[config.mk]
export PLATFORM = sky130hd
export DESIGN_NAME = alnum_disp_ctrl
export DESIGN_NICKNAME = d
export VERILOG_FILES = /design/src/rtl/adc_pkg.sv /design/src/rtl/adc_code_regs.sv /design/src/rtl/adc_char_rom.sv /design/src/rtl/adc_scanner.sv /design/src/rtl/alnum_disp_ctrl.sv
export SDC_FILE = /design/constraint.sdc
export NUM_CORES = 1
export LEC_CHECK = 0
export BUFFER_PORTS_ARGS = -buffer_cell sky130_fd_sc_hd__buf_2
export CAP_MARGIN = 20
export CORE_ASPECT_RATIO = 2
export CORE_MARGIN = 2
export CORE_UTILIZATION = 45
export CTS_BUF_LIST = sky130_fd_sc_hd__clkbuf_16
export CTS_CLUSTER_SIZE = 25
export DETAILED_ROUTE_END_ITERATION = 10
export PLACE_DENSITY = 0.63
export SLEW_MARGIN = 40
export SYNTH_ARGS = -nofsm -noshare
export SYNTH_HDL_FRONTEND = slang
export SYNTH_HIERARCHICAL = 1
export SYNTH_SLANG_ARGS = --single-unit
[constraint.sdc]
create_clock -name clk -period 2.8 [get_ports clk]
set_input_delay 0.42 -clock clk [delete_from_list [all_inputs] [get_ports clk]]
set_output_delay 0.42 -clock clk [all_outputs]
set_load 0.02 [all_outputs]
[src/rtl/adc_pkg.sv]
package adc_pkg;
  localparam int unsigned CODE_W = 7;
  localparam int unsigned SEG_W  = 15;

  // Character generator: computed glyph for each 7-bit code.
  function automatic logic [SEG_W-1:0] glyph_of(input logic [CODE_W-1:0] c);
    logic [SEG_W-1:0] g;
    case (c)
      7'h2D: g = 15'h00C0;  // minus
      7'h2E: g = 15'h4000;  // point
      7'h30: g = 15'h003F;
      7'h31: g = 15'h0006;
      7'h32: g = 15'h00DB;
      7'h33: g = 15'h00CF;
      7'h34: g = 15'h00E6;
      7'h35: g = 15'h00ED;
      7'h36: g = 15'h00FD;
      7'h37: g = 15'h0007;
      7'h38: g = 15'h00FF;
      7'h39: g = 15'h00EF;
      7'h41: g = 15'h00F7;
      7'h42: g = 15'h128F;
      7'h43: g = 15'h0039;
      7'h44: g = 15'h120F;
      7'h45: g = 15'h0079;
      7'h46: g = 15'h0071;
      7'h47: g = 15'h00BD;
      7'h48: g = 15'h00F6;
      7'h49: g = 15'h1209;
      7'h4A: g = 15'h001E;
      7'h4B: g = 15'h0C70;
      7'h4C: g = 15'h0038;
      7'h4D: g = 15'h0536;
      7'h4E: g = 15'h0936;
      7'h4F: g = 15'h003F;
      7'h50: g = 15'h00F3;
      7'h51: g = 15'h083F;
      7'h52: g = 15'h08F3;
      7'h53: g = 15'h00ED;
      7'h54: g = 15'h1201;
      7'h55: g = 15'h003E;
      7'h56: g = 15'h2430;
      7'h57: g = 15'h2836;
      7'h58: g = 15'h2D00;
      7'h59: g = 15'h1500;
      7'h5A: g = 15'h2409;
      default: g = '0;      // space and codes without a glyph
    endcase
    return g;
  endfunction
endpackage

[src/rtl/adc_code_regs.sv]
module adc_code_regs #(
  parameter int unsigned N_POS  = 4,
  parameter int unsigned BUS_W  = 8,
  parameter int unsigned CODE_W = 7
) (
  input  logic                    clk,
  input  logic                    rst,
  input  logic                    host_wr,
  input  logic [N_POS-1:0]        pos_load,
  input  logic [BUS_W-1:0]        host_data,
  output logic [N_POS*CODE_W-1:0] codes
);
  for (genvar i = 0; i < N_POS; i++) begin : g_pos
    logic [CODE_W-1:0] code_q;
    always_ff @(posedge clk) begin
      if (rst) begin
        code_q <= '0;
      end else if (host_wr && pos_load[i]) begin
        code_q <= host_data[CODE_W-1:0];
      end
    end
    assign codes[i*CODE_W +: CODE_W] = code_q;
  end
endmodule

[src/rtl/adc_char_rom.sv]
module adc_char_rom
  import adc_pkg::*;
#(
  parameter int unsigned DEPTH = 1 << CODE_W
) (
  input  logic              clk,
  input  logic [CODE_W-1:0] addr,
  output logic [SEG_W-1:0]  data
);
  logic [SEG_W-1:0] mem [DEPTH];

  initial begin
    for (int i = 0; i < DEPTH; i++) mem[i] = glyph_of(CODE_W'(i));
  end

  always_ff @(posedge clk) data <= mem[addr];
endmodule

[src/rtl/adc_scanner.sv]
module adc_scanner #(
  parameter int unsigned N_POS = 4,
  parameter int unsigned DWELL = 4,
  localparam int unsigned POS_W = (N_POS > 1) ? $clog2(N_POS) : 1,
  localparam int unsigned CNT_W = $clog2(DWELL + 1)
) (
  input  logic             clk,
  input  logic             rst,
  output logic [POS_W-1:0] pos,
  output logic             lit
);
  logic [CNT_W-1:0] cnt_q;

  always_ff @(posedge clk) begin
    if (rst) begin
      pos   <= '0;
      lit   <= 1'b0;
      cnt_q <= '0;
    end else if (!lit) begin
      lit   <= 1'b1;
      cnt_q <= '0;
    end else if (cnt_q == CNT_W'(DWELL - 1)) begin
      lit <= 1'b0;
      pos <= (pos == POS_W'(N_POS - 1)) ? '0 : pos + 1'b1;
    end else begin
      cnt_q <= cnt_q + 1'b1;
    end
  end
endmodule

[src/rtl/alnum_disp_ctrl.sv]
module alnum_disp_ctrl
  import adc_pkg::*;
#(
  parameter int unsigned N_POS = 4,
  parameter int unsigned BUS_W = 8,
  parameter int unsigned DWELL = 50000,
  localparam int unsigned POS_W = (N_POS > 1) ? $clog2(N_POS) : 1
) (
  input  logic             clk,
  input  logic             rst,
  input  logic             host_wr,
  input  logic [N_POS-1:0] pos_load,
  input  logic [BUS_W-1:0] host_data,
  output logic [N_POS-1:0] cathode_en,
  output logic [SEG_W-1:0] seg_out
);
  logic [N_POS*CODE_W-1:0] code_flat;
  logic [POS_W-1:0]        scan_pos, pos_d;
  logic                    scan_lit, lit_d;
  logic [SEG_W-1:0]        rom_q;

  adc_code_regs #(.N_POS(N_POS), .BUS_W(BUS_W), .CODE_W(CODE_W)) u_regs (
    .clk(clk), .rst(rst), .host_wr(host_wr), .pos_load(pos_load),
    .host_data(host_data), .codes(code_flat)
  );

  adc_scanner #(.N_POS(N_POS), .DWELL(DWELL)) u_scan (
    .clk(clk), .rst(rst), .pos(scan_pos), .lit(scan_lit)
  );

  adc_char_rom u_rom (
    .clk(clk), .addr(code_flat[scan_pos*CODE_W +: CODE_W]), .data(rom_q)
  );

  // Delay the scan state by the ROM read latency, then register both outputs.
  always_ff @(posedge clk) begin
    if (rst) begin
      lit_d      <= 1'b0;
      pos_d      <= '0;
      cathode_en <= '0;
      seg_out    <= '0;
    end else begin
      lit_d      <= scan_lit;
      pos_d      <= scan_pos;
      cathode_en <= lit_d ? (N_POS'(1) << pos_d) : '0;
      seg_out    <= lit_d ? rom_q : '0;
    end
  end
endmodule

# [Word-level counts from Yosys, hierarchy flattened]
# Memory sizes are Yosys's and may differ from the RTL's. A register that Yosys moved wholly into a read port is not among the register bits.
# Index checks and enable logic that the tools add are counted.
[totals] elab_cells=31 rom_bits=1920 input_bits=15 mem_count=1 reg_bits=69 output_inout_bits=19
[op_classes] n_reduce_logical=7 n_eq_ne=2 n_addsub=2 bitwise_logic=2 n_shift=2 mul=1 muxes=3
[memory_table] memory="u_rom.mem" depth=128 word_bits=15 read_ports=1 rd_clocked_by_memory_dff=1 wr=0 line="adc_char_rom.sv:10" source="logic [SEG_W-1:0] mem [DEPTH];"
[op_table] operator="$shiftx A28 B6 Y7" count=1
[op_table] operator="$add A16 B1 Y16 const B" count=1
[op_table] operator="$eq A16 B16 Y1 const B" count=1
[op_table] operator="$mul A2 B3 Y5 const B" count=1
[op_table] operator="$logic_and A1 B1 Y1" count=4
[op_table] operator="$reduce_or A2 Y1" count=2
[op_table] operator="$shl A1 B2 Y4 const A" count=1
[op_table] operator="$add A2 B1 Y2 const B" count=1
[op_table] operator="$eq A2 B2 Y1 const B" count=1
[op_table] operator="$mux W1" count=2
[op_table] operator="$mux W2" count=1
[op_table] operator="$not A1 Y1" count=2
[op_table] operator="$reduce_and A2 Y1" count=1

# [Longest topological paths before layout]
[depth] ltp_word=3 depth_mapped=9 depth_no_buf=7

# [Cells and area by module]
# The synthesis kept the hierarchy.
[by_module_without_submodules] mod="adc_code_regs" n_inst=1 cells_each=102 area_each_um2=1138.6 seq_area_each_um2=560.5
[by_module_without_submodules] mod="adc_char_rom" n_inst=1 cells_each=137 area_each_um2=1066.0 seq_area_each_um2=300.3
[by_module_without_submodules] mod="adc_scanner" n_inst=1 cells_each=97 area_each_um2=925.9 seq_area_each_um2=380.4
[by_module_without_submodules] mod="alnum_disp_ctrl" n_inst=1 cells_each=56 area_each_um2=818.3 seq_area_each_um2=440.4

# [Worst setup path after synthesis]
# Ideal clock, no wire load.
[synth_path] path_kind="register -> register" start="register u_scan.pos[0]" end="register u_rom.data[2] (read register of u_rom.mem)" period_less_slack_ns=2.264 setup_time_ns=0.122 path_buffers=1 arrival_time_ns=2.142 stages_incl_launch_ff=8 required_time_ns=2.678 path_slack_ns=0.536 cell_sequence="dfxtp_1 -> buf_6 -> mux4_2 -> inv_1 -> ha_1 -> xnor2_1 -> a211oi_1 -> a221o_1"
[synth_via] elab_chain_cells=2
[synth_lines] element="start: declaration" line="adc_scanner.sv:9" source="output logic [POS_W-1:0] pos,"
[synth_lines] element="start signal: assignment" line="adc_scanner.sv:24" source="pos <= (pos == POS_W'(N_POS - 1)) ? '0 : pos + 1'b1;"
[synth_lines] element="$mul A2 B3 Y5" line="alnum_disp_ctrl.sv:32" source=".clk(clk), .addr(code_flat[scan_pos*CODE_W +: CODE_W]), .data(rom_q)"
[synth_lines] element="$shiftx A28 B6 Y7" line="alnum_disp_ctrl.sv:32"
[synth_lines] element="end: declaration" line="adc_char_rom.sv:8" source="output logic [SEG_W-1:0] data"
# No other way between the ends.
# A chain may end at the register's enable or synchronous reset.

# [Worst setup path after layout]
# Ends and elaborated chain as after synthesis.

==> flow_summary.toml <==
[outcome]
outcome = "finished clean"

[critical_path]
crit_family = "multiplexers"
path_buf_inv = 1
cp-end-kind = "flop"
path_depth = 6
r2r_end = "u_rom/data[2]"
arrival_ns = 2.64
start_kind = "flop"
crit_path_max_fanout = 9
slowest_stage = "mux4_2"
crit_path_end = "u_rom/data[2]"
r2r_cells = 6
reg2reg_slack_ns = 0.38
crit_required_ns = 3.02
timing.rr.start = "u_scan/pos[0]"
path_cells = "mux4_2 > inv_1 > ha_1 > xnor2_1 > a211oi_1 > a221o_1"
startpoint = "u_scan/pos[0]"
slowest_delay_ns = 0.66
path_class = "reg2reg"

[place]
preCtsSetupSlack_ns = 0.375
place_congestion = 0.863
dp_hpwl_mm = 5.97
io_buffers = 32

[finish]
nNetsFinal = 442
multiInputGateArea_mm2 = 0.00208
post-route-util_pct = 51.3
seq_area_mm2 = 0.00168
n_antenna_cell = 0
drive_above_1_share_pct = 16.8
num-fill-cells = 805
syn_to_final_growth_pct = 11.5

[flow_run]
maxCapViolations = 0

[pwr]
power_frac_seq_pct = 48.1
finalPower_uw = 2580
clkPwrFrac_pct = 43.7
power_frac_comb_pct = 8.2
internal_power_uw = 1990
p_sw_share_pct = 22.9
ir_drop_uv = 470
p_leak_uw = 0.00191
switchingPower_uw = 592
power_density_mw_per_mm2 = 587

[clocking]
htree_levels = 3
cts_max_path_buffers = 2
cts_made_buffers = 9
clock-root-buffer = "clkbuf_16"
clk_latency_ns = 0.34
cts_resized = 0
cts_tree = "done"
path_clk_slew_ns = 0.06
hold_buffers = 0
cts_sinks = 84
post_cts_buffers = 0

[synth]
yosysWarningCount = 6
synth_compound_area_share_pct = 8.14
async_flop_share_pct = 0
synth_edf_count = 0
ys_seq_area_share_pct = 42.6
syn_avg_cell_area_um2 = 10.1
synth_nets = 417
synth.cell_area_mm2 = 0.00395
synth_cell_types = 53
synth.mux.area_fraction_pct = 13.8
yosys.area_share.simple_pct = 25.1
synth-main-ff-cell = "dfxtp_1"
syn_inst = 392
synth_fa_ha_area_share_pct = 3.17
yosys_register_bits = 84
synth_top_family_by_area = "simple AND/OR/NAND/NOR gates"
synth_xor_area_share_pct = 2.44

[timing]
grt_setup_unrepaired = "false"
finalSetupTns_ns = 0
clock_skew_ns = 0.00865
setup_ws_ns = 0.379
maxSlewHeadroom_pct = 57.3
whs_ns = 0.422
final-setup-viol-count = 0
period_share_pct = 86.5
fin_crit_ns = 2.42
fmax_ghz = 0.413
tightest_slew_ns = 0.638
slew_viol_final = 0
finalHoldViolCount = 0

[route]
detail-route-antenna-nets = 0
vias = 2882
viasPerCell = 5.52
dr.pass1.iters = 4
drc = 0
wl_mm = 8.04
wl_per_cell_um = 15.4
drtIter0Drc = 136

[min_path]
min_path_cells = 3
hp-class = "in2reg"

[floorplan]
io_pins = 34
rows = 48
die_w_um = 70.2
core_area_mm2 = 0.00859
die_h_um = 136
start_util_pct = 46.0
dieArea_mm2 = 0.00959

[global_route]
grt_max_degree = 38
grt_pass1_vias = 2839
grt_pass1_wl_mm = 13.4
gr-total-overflow = 0
antenna_found_initial = 0
gr-usage-all-layers_pct = 17.8
==> power groups by stage <==
stage | sequential [uW] | combinational [uW] | clock (uW)
CTS | 1240 | 212 | 1160
detailed placement | 1270 | 211 | 0
floorplan | 1270 | 167 | 0
global placement | 1270 | 207 | 0
global route | 1250 | 234 | 1200
finish | 1240 | 213 | 1130
==> tightest hold or removal path, cell delays in order <==
cell and delay, ns:
buf_2 0.07, nand2b_1 0.10, mux2i_1 0.13
==> metal layers <==
metal,track usage [%],share of wire [%]
met1,18.0,38
met2,31.8,53
met3,2.00,2.7
met4,14.7,6.2
met5,0,0
==> through the flow <==
step	instances	cell area (um2)
6_report	522	4400
5_1_grt	522	4400
4_1_cts	522	4400
3_5_place_dp	506	4120
3_3_place_gp	506	4120
2_1_floorplan	392	3950
==> worst min-delay path by stage <==
stage | end | from | slack (ns)
floorplan | cathode_en[1] | pos_d[1] | 0.43
global placement | cathode_en[1] | pos_d[1] | 0.45
detailed placement | seg_out[13] | u_rom/data[13] | 0.45
CTS | u_regs/g_pos[2].code_q[0] | host_data[0] | 0.41
global route | u_regs/g_pos[3].code_q[0] | host_data[0] | 0.44
finish | u_regs/g_pos[2].code_q[0] | host_data[0] | 0.42
==> cell families (layout without fill, tap and decap cells) <==
group	after synthesis	in the layout
compound gates	50	50
xor+xnor	11	11
fa+ha+maj	10	10
buf+inv	32	62
flops	84	84
mux	45	45
simple gates	160	160
==> cells in the mapped netlist, types with 2 or more instances <==
cell type / instances / area, um2
dfxtp_1: 84 / 1680
nand2b_1: 46 / 288
mux2i_1: 37 / 370
nor2_1: 22 / 82.6
nand2_1: 21 / 78.8
a21oi_1: 17 / 85.1
and3b_1: 15 / 131
nor2b_1: 11 / 68.8
buf_2: 10 / 50.1
ha_1: 10 / 125
nor3_1: 8 / 40.0
inv_1: 7 / 26.3
mux4_2: 7 / 158
o21ai_0: 7 / 35.0
xor2_1: 7 / 61.3
buf_6: 6 / 67.6
nand3_1: 6 / 30.0
nand4_1: 6 / 37.5
o22ai_1: 5 / 31.3
a211oi_1: 4 / 30.0
and2_1: 4 / 25.0
clkbuf_1: 4 / 15.0
o211ai_1: 4 / 30.0
xnor2_1: 4 / 35.0
a31oi_1: 3 / 18.8
and4_1: 3 / 26.3
buf_4: 3 / 22.5
a221o_1: 2 / 20.0
and3_1: 2 / 12.5
and4bb_2: 2 / 25.0
nand2_2: 2 / 12.5
nor4bb_1: 2 / 20.0
==> cell usage in the layout, fill, tap and decap left out, types with 10 or more instances in the layout <==
master    count
dfxtp_1      84
and3b_1      15
a21oi_1      17
nand2b_1     46
mux2i_1      37
nor2b_1      11
nand2_1      21
ha_1         10
buf_2        32
nor2_1       22
==> flip-flops by register name, summed over array words and instances (netlist names) <==
| register | cells |
|---|---|
| u_scan/pos | 2 |
| seg_out | 15 |
| u_rom/data | 15 |
| pos_d | 2 |
| u_regs/g_pos.code_q | 28 |
| cathode_en | 4 |
| u_scan/cnt_q | 16 |
| u_scan/lit | 1 |
| lit_d | 1 |
==> final cells by class <==
class | instances | area share [%]
clock inverter | 7 | 1.36
clock buffer | 9 | 5.11
multi-input combinational | 276 | 47.2
timing repair buffer | 38 | 4.66
sequential | 84 | 38.2
tap | 100 | 2.84
inverter | 8 | 0.682
No activity file was read; power rests on OpenSTA's default activity.
